`src/rtl/cfg_byte_load_pkg.sv`:
```
package cfg_byte_load_pkg;
  localparam int unsigned BYTE_W = 8;
  localparam int unsigned SYNC_W = 32;
  localparam logic [SYNC_W-1:0] SYNC_WORD = 32'hAA995566;
endpackage

```
`src/rtl/cfg_load_stall.sv`:
```
module cfg_load_stall #(
  parameter int unsigned EVERY  = 4,
  parameter int unsigned CYCLES = 2
) (
  input  logic clk_i,
  input  logic rst_ni,
  input  logic accept_i,
  input  logic clear_i,
  output logic busy_o
);
  localparam int unsigned CNT_W = $clog2(EVERY + 1);
  localparam int unsigned SC_W  = (CYCLES < 1) ? 1 : $clog2(CYCLES + 1);
  localparam logic [CNT_W-1:0] LAST = CNT_W'(EVERY - 1);

  logic [CNT_W-1:0] byte_cnt_q;
  logic [SC_W-1:0]  stall_q;

  always_ff @(posedge clk_i or negedge rst_ni) begin
    if (!rst_ni) begin
      byte_cnt_q <= '0;
      stall_q    <= '0;
    end else if (clear_i) begin
      byte_cnt_q <= '0;
      stall_q    <= '0;
    end else if (accept_i) begin
      if (byte_cnt_q == LAST) begin
        byte_cnt_q <= '0;
        stall_q    <= SC_W'(CYCLES);
      end else begin
        byte_cnt_q <= byte_cnt_q + 1'b1;
      end
    end else if (stall_q != '0) begin
      stall_q <= stall_q - 1'b1;
    end
  end

  assign busy_o = (stall_q != '0);

  AST_STALL_AFTER_NTH: assert property (@(posedge clk_i) disable iff (!rst_ni)
    (accept_i && !clear_i && byte_cnt_q == LAST && CYCLES > 0) |=> busy_o);
  AST_NO_ACCEPT_IN_STALL: assert property (@(posedge clk_i) disable iff (!rst_ni)
    busy_o |-> !accept_i);
endmodule

```
`src/rtl/cfg_load_align.sv`:
```
module cfg_load_align
  import cfg_byte_load_pkg::*;
(
  input  logic              clk_i,
  input  logic              rst_ni,
  input  logic              accept_i,
  input  logic              clear_i,
  input  logic [BYTE_W-1:0] byte_i,
  output logic              aligned_o
);
  logic [SYNC_W-1:0] win_q;
  logic [SYNC_W-1:0] win_next;
  logic              aligned_q;

  assign win_next = {win_q[SYNC_W-BYTE_W-1:0], byte_i};

  always_ff @(posedge clk_i or negedge rst_ni) begin
    if (!rst_ni) begin
      win_q     <= '0;
      aligned_q <= 1'b0;
    end else if (clear_i) begin
      win_q     <= '0;
      aligned_q <= 1'b0;
    end else if (accept_i && !aligned_q) begin
      win_q <= win_next;
      if (win_next == SYNC_WORD) aligned_q <= 1'b1;
    end
  end

  assign aligned_o = aligned_q;

  AST_ALIGN_ON_ACCEPT: assert property (@(posedge clk_i) disable iff (!rst_ni)
    $rose(aligned_o) |-> $past(accept_i));
  AST_DROP_ON_CLEAR: assert property (@(posedge clk_i) disable iff (!rst_ni)
    clear_i |=> !aligned_o);
endmodule

```
`src/rtl/cfg_load_abort.sv`:
```
module cfg_load_abort #(
  parameter int unsigned ABORT_CYCLES = 4
) (
  input  logic clk_i,
  input  logic rst_ni,
  input  logic cs_ni,
  input  logic wr_ni,
  output logic start_o,
  output logic active_o
);
  localparam int unsigned CW = $clog2(ABORT_CYCLES + 1);
  localparam logic [CW-1:0] LOAD = CW'(ABORT_CYCLES - 1);

  logic          prev_wr_q;
  logic          active_q;
  logic [CW-1:0] cnt_q;

  // abort: write released under select after a write edge
  assign start_o = !cs_ni && wr_ni && prev_wr_q && !active_q;

  always_ff @(posedge clk_i or negedge rst_ni) begin
    if (!rst_ni) begin
      prev_wr_q <= 1'b0;
      active_q  <= 1'b0;
      cnt_q     <= '0;
    end else begin
      prev_wr_q <= !cs_ni && !wr_ni;
      if (start_o) begin
        active_q <= 1'b1;
        cnt_q    <= LOAD;
      end else if (active_q) begin
        if (cnt_q == '0) active_q <= 1'b0;
        else             cnt_q    <= cnt_q - 1'b1;
      end
    end
  end

  assign active_o = active_q;

  AST_ABORT_HOLD: assert property (@(posedge clk_i) disable iff (!rst_ni)
    (active_o && cnt_q != '0) |=> active_o);
  AST_ABORT_END: assert property (@(posedge clk_i) disable iff (!rst_ni)
    (active_o && cnt_q == '0) |=> !active_o);
  AST_START_NEEDS_SEL: assert property (@(posedge clk_i) disable iff (!rst_ni)
    start_o |-> !cs_ni);
endmodule

```
`src/rtl/cfg_byte_load.sv`:
```
module cfg_byte_load
  import cfg_byte_load_pkg::*;
#(
  parameter int unsigned STALL_EVERY  = 4,
  parameter int unsigned STALL_CYCLES = 2,
  parameter int unsigned ABORT_CYCLES = 4
) (
  input  logic              clk_i,
  input  logic              rst_ni,
  input  logic              cs_ni,
  input  logic              wr_ni,
  input  logic [BYTE_W-1:0] data_i,
  output logic              busy_o,
  output logic              byte_valid_o,
  output logic [BYTE_W-1:0] byte_o,
  output logic              abort_o
);
  logic              accept;
  logic              abort_start;
  logic              abort_active;
  logic              stall_busy;
  logic              aligned;
  logic [BYTE_W-1:0] data_rev;
  logic              valid_q;
  logic [BYTE_W-1:0] byte_q;
  logic              abort_q;

  for (genvar g = 0; g < BYTE_W; g++) begin : g_rev
    assign data_rev[g] = data_i[BYTE_W-1-g];
  end

  assign busy_o = abort_active || stall_busy;
  assign accept = !cs_ni && !wr_ni && !busy_o;

  cfg_load_abort #(.ABORT_CYCLES(ABORT_CYCLES)) u_abort (
    .clk_i   (clk_i),
    .rst_ni  (rst_ni),
    .cs_ni   (cs_ni),
    .wr_ni   (wr_ni),
    .start_o (abort_start),
    .active_o(abort_active)
  );

  cfg_load_stall #(.EVERY(STALL_EVERY), .CYCLES(STALL_CYCLES)) u_stall (
    .clk_i   (clk_i),
    .rst_ni  (rst_ni),
    .accept_i(accept),
    .clear_i (abort_start),
    .busy_o  (stall_busy)
  );

  cfg_load_align u_align (
    .clk_i    (clk_i),
    .rst_ni   (rst_ni),
    .accept_i (accept),
    .clear_i  (abort_start),
    .byte_i   (data_rev),
    .aligned_o(aligned)
  );

  always_ff @(posedge clk_i or negedge rst_ni) begin
    if (!rst_ni) begin
      valid_q <= 1'b0;
      byte_q  <= '0;
      abort_q <= 1'b0;
    end else begin
      valid_q <= accept && aligned;
      abort_q <= abort_start;
      if (accept && aligned) byte_q <= data_rev;
    end
  end

  assign byte_valid_o = valid_q;
  assign byte_o       = byte_q;
  assign abort_o      = abort_q;

  AST_CS_IGNORED: assert property (@(posedge clk_i) disable iff (!rst_ni)
    cs_ni |=> (!byte_valid_o && !abort_o));
  AST_NO_TAKE_BUSY: assert property (@(posedge clk_i) disable iff (!rst_ni)
    busy_o |=> !byte_valid_o);
  AST_VALID_NEEDS_WRITE: assert property (@(posedge clk_i) disable iff (!rst_ni)
    byte_valid_o |-> $past(!cs_ni && !wr_ni));
  AST_ABORT_WR: assert property (@(posedge clk_i) disable iff (!rst_ni)
    abort_o |-> $past(!cs_ni && wr_ni));
  AST_ABORT_BUSY: assert property (@(posedge clk_i) disable iff (!rst_ni)
    abort_o |-> busy_o);
  AST_ABORT_PULSE: assert property (@(posedge clk_i) disable iff (!rst_ni)
    abort_o |=> !abort_o);
endmodule

```
`config.mk`:
```
export PLATFORM = sky130hd
export DESIGN_NAME = cfg_byte_load
export DESIGN_NICKNAME = d
export VERILOG_FILES = /design/src/rtl/cfg_byte_load_pkg.sv /design/src/rtl/cfg_load_stall.sv /design/src/rtl/cfg_load_align.sv /design/src/rtl/cfg_load_abort.sv /design/src/rtl/cfg_byte_load.sv
export SDC_FILE = /design/constraint.sdc
export NUM_CORES = 1
export LEC_CHECK = 0
export BUFFER_PORTS_ARGS = -buffer_cell sky130_fd_sc_hd__clkbuf_2
export CAP_MARGIN = 30
export CORE_MARGIN = 1.5
export CORE_UTILIZATION = 61
export DETAILED_ROUTE_END_ITERATION = 12
export GPL_ROUTABILITY_DRIVEN = 0
export HOLD_SLACK_MARGIN = 0.06
export PLACE_DENSITY = 0.83
export SLEW_MARGIN = 20
export SYNTH_ARGS = -nofsm -noshare
export SYNTH_HDL_FRONTEND = slang
export SYNTH_SLANG_ARGS = --single-unit
```
`constraint.sdc`:
```
create_clock -name clk_i -period 5.7 [get_ports clk_i]
set_clock_uncertainty 0.15 [all_clocks]
set_input_delay 0.285 -clock clk_i [delete_from_list [all_inputs] [get_ports clk_i]]
set_output_delay 0.285 -clock clk_i [all_outputs]
set_load 0.02 [all_outputs]
```
-- Word-level counts from Yosys, hierarchy flattened
Cells that the tools add are included.
- word-level logic and storage cells: 58
- bits in registers: 45
- output and inout bits: 11
- input port bits: 12
- multiplexer cells: 18
- $add $sub $neg: 3
- reductions and logical operators: 23
- equality and inequality tests: 4
- operators with widths (cell ; count):
    $mux W24 ; 2
    $eq A32 B32 Y1 const B ; 1
    $mux W3 ; 6
    $reduce_bool A2 Y1 ; 5
    $mux W2 ; 4
    $logic_and A1 B1 Y1 ; 7
    $mux W1 ; 6
    $reduce_and A2 Y1 ; 3
    $logic_not A1 Y1 ; 5
    $add A3 B1 Y3 const B ; 1
    $eq A3 B2 Y1 const B ; 1
    $logic_not A3 Y1 ; 1
    $ne A3 B1 Y1 const B ; 1
    $reduce_bool A3 Y1 ; 1
    $sub A3 B1 Y3 const B ; 1
    $ne A2 B2 Y1 const B ; 1
    $sub A2 B1 Y2 const B ; 1
    $logic_or A1 B1 Y1 ; 1

-- Longest topological paths before layout
Gate-level depths: netlist of the first run.
- depth after elaboration: 7
- mapped depth: 8
- gate-level depth less buffers: 6

-- Modules after synthesis
From an unflattened synthesis of the first run, not the netlist that was laid out.
- cells, all modules: 191
- area total of the unflattened synthesis: 2055.7 µm²
- by module, submodules not included (module ; area an instance (µm²) ; seq. area each (µm²) ; cells an instance ; instances):
    cfg_load_align ; 1141.1 ; 625.6 ; 121 ; 1
    cfg_byte_load ; 382.9 ; 250.2 ; 22 ; 1
    cfg_load_stall ; 275.3 ; 125.1 ; 27 ; 1
    cfg_load_abort ; 256.5 ; 125.1 ; 21 ; 1

-- Least setup slack after synthesis of the first run
OpenSTA, ideal clock, no wires.
- path type: flip-flop to flip-flop
- start: reg u_stall.stall_q[0]
- end: reg u_align.win_q[12]
- buffers on the path: 2
- library setup time: 0.083 ns
- period minus slack after synthesis: 1.783 ns
- required time: 5.467 ns
- stages on the path, launching flop included: 9
- arrival: 1.550 ns
- path slack: 3.917 ns
- cells stage by stage: dfrtp_1 inv_1 ha_1 nor4b_4 and2b_1 buf_4 buf_6 nand2_1 o21ai_0
- longest elaborated chain between the ends: 6
- ends and longest elaborated chain (item ; line ; text):
    from (decl) ; cfg_load_stall.sv:16 ; logic [SC_W-1:0] stall_q;
    from (signal assigned) ; cfg_load_stall.sv:28 ; stall_q <= SC_W'(CYCLES);
    from (signal assigned) ; cfg_load_stall.sv:33 ; stall_q <= stall_q - 1'b1;
    $reduce_bool A2 Y1 ; cfg_load_stall.sv:37 ; assign busy_o = (stall_q != '0);
    $logic_or A1 B1 Y1 ; cfg_byte_load.sv:32 ; assign busy_o = abort_active || stall_busy;
    $logic_not A1 Y1 ; cfg_byte_load.sv:33 ; assign accept = !cs_ni && !wr_ni && !busy_o;
    $logic_and A1 B1 Y1 ; cfg_byte_load.sv:33 ;
    $logic_and A1 B1 Y1 ; cfg_load_align.sv:24 ; end else if (accept_i && !aligned_q) begin
    $reduce_bool A2 Y1 (no line) ; n/a ;
    to (signal assigned) ; cfg_load_align.sv:25 ; win_q <= win_next;
    to (decl) ; cfg_load_align.sv:11 ; logic [SYNC_W-1:0] win_q;
No other way between the ends.
A chain may end at the register's enable or synchronous reset.

-- Worst setup path after layout of the first run
- start: reg u_stall.stall_q[0]
- end: reg u_align.win_q[0]
Same word-level chain as after synthesis.

==> summary.md, run 1 <==
| Metric | Value |
|---|---|
| Peak ir drop on the vdd network | `0.2423 mV` |
| Final wirelength | `around 4 mm` |
| Syn Area/Cell | `10.48 um2` |
| Max cap viols | `0` |
| Worst Path Required | `5.78 ns` |
| DR vias/cell | `~5.3` |
| Initial Util | `0.6368` |
| WS Path Type | `flip-flop to flip-flop` |
| Cell internal pwr | `625.7 uW` |
| Sw Ratio | `0.3225` |
| Die Y | `between 50 and 60 um` |
| Setup crit start kind | `flip-flop` |
| Run status | `finished, final reports clean` |
| Syn Std Cell Area | `0.001928 mm2` |
| Reg2reg path depth | `6` |
| Top FF cell, synth | `dfrtp_1` |
| CTS tree | `yes` |
| Final setup TNS | `0 ns` |
| FF-to-FF End | `u_align.win_q[0]$_DFFE_PN0P_` |
| Min-delay worst type | `input port to flip-flop` |
| Post-synth EDFFs | `0` |
| Most common cell in the netlist | `nand2_1` |
| Worst setup margin | `3.497 ns` |
| GRT Overall Usage | `0.2680` |
| Asr flop ratio synth | `1.000` |
| Leading area contributor after synthesis | `dfrtp_1` |
| Post-synth top area share | `0.5840` |
| Global route overflow | `0` |
| #FFs+latches synth | `45` |
| Reg-to-reg startpoint | `u_stall.stall_q[0]$_DFFE_PN0P_` |
| Tmin final | `2.203 ns` |
| Reg power frac | `0.522` |
| Nets | `between 200 and 250` |
| Antenna cells | `0` |
| CP cell instances | `inv_1 > ha_1 > nor4b_4 > and2b_1 > buf_4 > o21ai_0` |
| R2R setup slack | `between 3 and 4 ns` |
| CP Buf/Inv Count | `2` |
| Logic pwr share | `0.256` |
| Largest stage delay, worst path | `approximately 0.46 ns` |
| Post-synth cell types | `32` |
| Final max-slew violation count | `0` |
| Post-DP HPWL | `2.599 mm` |
| Post-cts sizing count | `0` |
| Slowest-stage cell, CP | `nor4b_4` |
| Clock slew at reported path FFs | `about 0.13 ns` |
| Vias | `1412` |
| Num CTS Buffers | `5` |
| DRC Markers | `0` |
| Max H-tree Level | `2` |
| Post-synth top cells | `55 x nand2_1, 45 x dfrtp_1, 15 x o21ai_1` |
| Clock buffer depth | `2` |
| Clock Latency Late Sink | `0.36 ns` |
| Seq/Total Area, Yosys | `0.5840` |
| Startpoint of the worst hold path | `cs_ni` |
| I/O Pins | `23` |
| Syn Inst Count | `between 150 and 200` |
| Synth-to-layout area growth | `18.36%` |
| Place WS | `3.537 ns` |
| Worst hold path depth | `4` |
| Max Clock Freq | `453.8 MHz` |
| Num Clock Sinks | `45` |
| IO buf count | `22` |
| Fin. Hold Viols | `0` |
| Critical Path AT | `roughly 2.3 ns` |
| Leak | `1.105 nW` |
| Root Buffer | `clkbuf_4` |
| Die Area | `0.003507 mm2` |
| Initial DRT Pass Iterations | `5` |
| Initial antenna violation count | `0` |
| Final setup viols | `0` |
| Die width | `59.22 um` |
| Worst Setup End Kind | `flip-flop` |
| Hold Path End | `u_stall.byte_cnt_q[0]$_DFFE_PN0P_` |
| Pwr Density | `404.7 mW/mm2` |
| Routed len/inst | `around 15 um` |
| RSZ-0062 raised after global routing | `no` |
| Global-route wire length before repair | `6.775 mm` |
| Number of global-route vias before repair | `1483` |
| Synth Warn # | `0` |
| Pin count of the biggest net entering global routing | `~50` |
| Core ar. | `0.003028 mm2` |
| Layout cells sized above 1 | `0.2045` |
| Critical path depth | `6` |
| Worst-margin pin slew | `~0.63 ns` |
| Area contributors post-synth | `dfrtp_1 58%, nand2_1 11%, mux2_2 4.7%, o21ai_1 3.9%, o21ai_0 3.1%` |
| Antenna viol nets, final | `0` |
| Placement Rows | `20` |
| Starting DRT DRC Count | `75` |
| Delay-heaviest family, CP | `simple AND/OR/NAND/NOR gates` |
| Syn Nets | `200` |
| Net switching power | `297.9 uW` |
| Clock power share | `0.223` |
| Slew HR | `0.5809` |
| Final period utilization | `0.3866` |
| Max Fanout on Critical Path | `48` |
## cell usage in the layout, fill, tap and decap left out, types with 4 or more instances in the layout
cell,count
nand2_1,55
dfrtp_1,45
clkbuf_2,22
o21ai_1,15
o21ai_0,12
dlygate4sd3_1,11
mux2_2,8
inv_1,7
clkbuf_4,5
ha_1,4
## per-layer routing
| metal | global-route usage | up-vias | share of wire |
|---|---|---|---|
| met5 | 0 | - | 0 |
| met4 | 0.08766 | 0 | 0.016 |
| met3 | 0.06550 | 7 | 0.030 |
| met2 | 0.4804 | 27 | 0.53 |
| met1 | 0.3119 | 685 | 0.42 |
| li1 | - | 693 | - |
## worst max path at each step
stage	start	to
2_1_floorplan	u_stall.stall_q[0]$_DFFE_PN0P_	u_align.win_q[12]$_DFFE_PN0P_
3_3_place_gp	u_stall.stall_q[0]$_DFFE_PN0P_	u_align.win_q[12]$_DFFE_PN0P_
3_5_place_dp	u_stall.stall_q[0]$_DFFE_PN0P_	u_align.win_q[0]$_DFFE_PN0P_
4_1_cts	u_stall.stall_q[0]$_DFFE_PN0P_	u_align.win_q[0]$_DFFE_PN0P_
5_1_grt	u_stall.stall_q[0]$_DFFE_PN0P_	u_align.win_q[12]$_DFFE_PN0P_
6_report	u_stall.stall_q[0]$_DFFE_PN0P_	u_align.win_q[0]$_DFFE_PN0P_
## through the flow
stage               hold WS (ns)  std cells    util  total power [mW]  instance area [um2]
floorplan                -0.1606        184       -            0.6447                 1928
global placement          0.3311        244  0.6789            0.6852                 2056
detailed placement        0.1669        245  0.6880            0.7165                 2083
CTS                       0.1806        264  0.7537            0.9257                 2282
global route              0.1894        264  0.7537            0.9895                 2282
finish                    0.1882        264  0.7537            0.9236                 2282
## worst min-delay path: cells and delay by family
kind | cells | cell delay (ns)
simple gates | 2 | 0.15
compound gates | 1 | 0.07
buf+inv | 1 | 0.15
## area by class of cell
| cell class | instances | area (um2) |
|---|---|---|
| Fill cell | 211 | 745.7 |
| Inverter | 7 | 26.28 |
| Timing Repair Buffer | 36 | 262.8 |
| Sequential cell | 45 | 1126 |
| Tap cell | 44 | 55.05 |
| Clock buffer | 6 | 51.30 |
| Clock inverter | 2 | 37.54 |
| Multi-Input combinational cell | 124 | 723.2 |
## power by group through the flow
stage	Clock, mW	Combinational (mW)	Sequential, mW
floorplan	0	0.181	0.464
global placement	0	0.208	0.477
detailed placement	0	0.232	0.484
CTS	0.208	0.239	0.479
global route	0.221	0.279	0.490
finish	0.206	0.236	0.482
## cell families after synthesis
group | synth area share
mux | 0.04672
fa+ha+maj | 0.02596
compound gates | 0.1045
flops | 0.5840
simple gates | 0.1934
buf+inv | 0.04088
xor+xnor | 0.004543
## repair_timing
action | CTS | global route
endpoints found under the hold margin | 38 | 0
buffers inserted | 0 | 0
endpoints found under the setup margin | 0 | 0
hold buffers | 11 | 0
## sequential cells by signal (all words and copies together), names as in the netlist
signal              flops
u_abort.active_o        1
u_abort.prev_wr_q       1
u_align.aligned_o       1
u_abort.cnt_q           3
byte_valid_o            1
abort_o                 1
u_stall.stall_q         2
u_align.win_q          24
byte_o                  8
u_stall.byte_cnt_q      3
Power figures use the tool's default switching activity.
==> run 2: changes to the inputs <==
--- a/config.mk
+++ b/config.mk
@@ -8,11 +8,11 @@
 export BUFFER_PORTS_ARGS = -buffer_cell sky130_fd_sc_hd__clkbuf_2
 export CAP_MARGIN = 30
 export CORE_MARGIN = 1.5
-export CORE_UTILIZATION = 61
+export CORE_UTILIZATION = 51
 export DETAILED_ROUTE_END_ITERATION = 12
 export GPL_ROUTABILITY_DRIVEN = 0
 export HOLD_SLACK_MARGIN = 0.06
-export PLACE_DENSITY = 0.83
+export PLACE_DENSITY = 0.74
 export SLEW_MARGIN = 20
 export SYNTH_ARGS = -nofsm -noshare
 export SYNTH_HDL_FRONTEND = slang
==> constraint.sdc (replaced) <==
create_clock -name clk_i -period 2 [get_ports clk_i]
set_clock_uncertainty 0.15 [all_clocks]
set_input_delay 0.1 -clock clk_i [delete_from_list [all_inputs] [get_ports clk_i]]
set_output_delay 0.1 -clock clk_i [all_outputs]
set_load 0.02 [all_outputs]
==> run 2 against run 1 <==
Effect of this change:
- register-to-register slack got worse by 3.3 ns
- sequential share of layout area fell by 0.64 points
- core utilization decreased by 12 points
- final cell count up 2.3%
- non-clock buffer count grew 3
- design area increased by 1.3%
- clock power increased to 2.6 times the previous value
- setup slack worse by 3.3 ns
- combinational power grew to 2.9 times the previous value
- first-iteration DRC count decreased by 47%
- power increased to 2.8 times the previous value
- sequential power increased to 2.8 times the previous value
- critical path type unchanged
- critical endpoint is now byte_o[5]$_DFFE_PN0P_
==> summary.md, run 2 (synthesis results as in run 1) <==
| Metric | Value |
|---|---|
| Run status | `finished, final reports clean` |
| Fill cells | `between 200 and 300` |
| CP cell instances | `inv_1 > ha_1 > nor4b_4 > buf_4 > nand2_2 > mux2_2` |
| Worst Path Required | `2.03 ns` |
| Final max-slew violation count | `0` |
| Worst-margin pin slew | `0.3766 ns` |
| Delay-heaviest family, CP | `simple AND/OR/NAND/NOR gates` |
| Clock Latency Late Sink | `between 0.2 and 0.3 ns` |
| IO buf count | `22` |
| Post-cts sizing count | `0` |
| Placement Rows | `22` |
| WS Path Type | `flip-flop to flip-flop` |
| Reg power frac | `0.523` |
| CTS tree | `yes` |
| Min-delay worst type | `input port to flip-flop` |
| Starting DRT DRC Count | `40` |
| I/O Pins | `23` |
| Slew HR | `0.7454` |
| Largest stage delay, worst path | `approximately 0.37 ns` |
| Global-route wire length before repair | `6.375 mm` |
| Max Clock Freq | `547.1 MHz` |
| RSZ-0062 raised after global routing | `no` |
| Pwr Total | `2.595 mW` |
| Max Fanout on Critical Path | `9` |
| Routed len/inst | `between 10 and 15 um` |
| Pin count of the biggest net entering global routing | `49` |
| Initial antenna violation count | `0` |
| Sw Ratio | `0.3120` |
| Largest register by flop count | `u_align.win_q` |
| Synth-to-layout area growth | `19.92%` |
| Cell internal pwr | `roughly 1.8 mW` |
| Die Y | `between 60 and 70 um` |
| Nets | `238` |
| Setup crit start kind | `flip-flop` |
| Area taken by multi-input logic gates | `723.2 um2` |
| Vias | `~1.4k` |
| Number of global-route vias before repair | `1471` |
| Commonest non-fill, non-tap cells in the layout | `55 x nand2_1, 45 x dfrtp_1, 22 x clkbuf_2` |
| Initial Util | `0.5306` |
| Die Area | `0.004158 mm2` |
| Final period utilization | `0.9140` |
| Critical Path AT | `1.86 ns` |
| Net switching power | `809.6 uW` |
| Initial DRT Pass Iterations | `4` |
| Antenna viol nets, final | `0` |
| Global route overflow | `0` |
| Clock slew at reported path FFs | `around 0.070 ns` |
| Layout cells sized above 1 | `0.2072` |
| Fin. Hold Viols | `0` |
| DRC Markers | `0` |
| Final setup TNS | `0 ns` |
| Pwr Density | `1122 mW/mm2` |
| GRT Overall Usage | `0.2015` |
| Clock power share | `0.210` |
| Reg area | `0.001126 mm2` |
| Worst Setup SP | `u_stall.stall_q[0]$_DFFE_PN0P_` |
| Startpoint of the worst hold path | `cs_ni` |
| Num CTS Buffers | `5` |
| Num Clock Sinks | `45` |
| CP Buf/Inv Count | `2` |
| Max H-tree Level | `2` |
| Slowest-stage cell, CP | `dfrtp_1` |
| Most common cell after layout, fill and taps aside | `nand2_1` |
| Logic pwr share | `0.267` |
| Final setup viols | `0` |
| Antenna cells | `0` |
| Reg-to-reg startpoint | `u_stall.stall_q[0]$_DFFE_PN0P_` |
| Core ar. | `0.003633 mm2` |
| Worst Setup End Kind | `flip-flop` |
| Final wirelength | `3.615 mm` |
| Max cap viols | `0` |
| Peak ir drop on the vdd network | `0.6266 mV` |
| Post-DP HPWL | `2.514 mm` |
| Tmin final | `1.828 ns` |
| Root Buffer | `clkbuf_8` |
| Die width | `around 64 um` |
| Leak | `1.119 nW` |
| Clock buffer depth | `2` |
| Max FFs per register | `24` |
| DR vias/cell | `5.219` |
==> run 2: changes by cell type in the layout (fill, tap and decap cells not counted) <==
cell,delta
clkinvlp_4,-1
buf_12,+2
bufinv_16,-1
buf_4,+2
clkbuf_4,-5
buf_16,-1
clkbuf_8,+5
clkbuf_1,+1
==> run 2: what timing repair did <==
item / 4_1_cts / 5_1_grt
hold endpoints to repair: 62 / 0
hold buffers: 11 / 0
buffers inserted: 0 / 0
==> run 2: metal layers <==
metal	up-vias	wire, um	track usage	share of wire
met4	0	63	0.07979	0.017
met2	23	1867	0.3568	0.52
met3	5	123	0.05208	0.034
met1	686	1561	0.2335	0.43
li1	695	-	-	-
met5	-	0	0	0
==> run 2: worst register-to-register path: cells and delay by family, from the launching register on <==
family        cells  cell delay [ns]
simple gates      2             0.42
flops             1             0.37
fa+ha+maj         1             0.18
mux               1             0.31
buf+inv           2             0.29
==> run 2: area by class of cell <==
cell class	instances	share of cell area
Clock buffer	7	0.03734
Inverter	7	0.01136
Tap cell	48	0.02597
Multi-Input combinational cell	124	0.3128
Sequential cell	45	0.4870
Timing Repair Buffer	39	0.1255
==> run 2: power groups by stage <==
stage / Sequential [mW] / Combinational (mW) / Clock (mW)
floorplan: 1.32 / 0.516 / 0
finish: 1.36 / 0.694 / 0.545
global placement: 1.36 / 0.637 / 0
global route: 1.39 / 0.807 / 0.603
CTS: 1.36 / 0.702 / 0.566
detailed placement: 1.38 / 0.681 / 0
==> run 2: worst paths after layout <==
path,end,slack [ns],cells after the start
min in group asynchronous,u_stall.stall_q[1]$_DFFE_PN0P_,0.17,3
min,u_stall.stall_q[1]$_DFFE_PN0P_,0.12,3
min reg2reg,u_stall.byte_cnt_q[0]$_DFFE_PN0P_,0.36,1
max in group asynchronous,u_align.win_q[16]$_DFFE_PN0P_,1.31,3
max,byte_o[5]$_DFFE_PN0P_,0.17,6
max reg2reg,byte_o[5]$_DFFE_PN0P_,0.17,6
==> run 2: stage by stage <==
stage               cell area (um2)  instances    util  hold slack (ns)  worst slack (ns)
CTS                            2312        270  0.6364           0.1190            0.1734
floorplan                      1928        184       -          -0.3456            0.2171
finish                         2312        270  0.6364           0.1240            0.1720
global route                   2312        270  0.6364           0.1231           0.04691
global placement               2116        252  0.5823         -0.05566            0.2802
detailed placement             2116        252  0.5823         -0.04985            0.2064
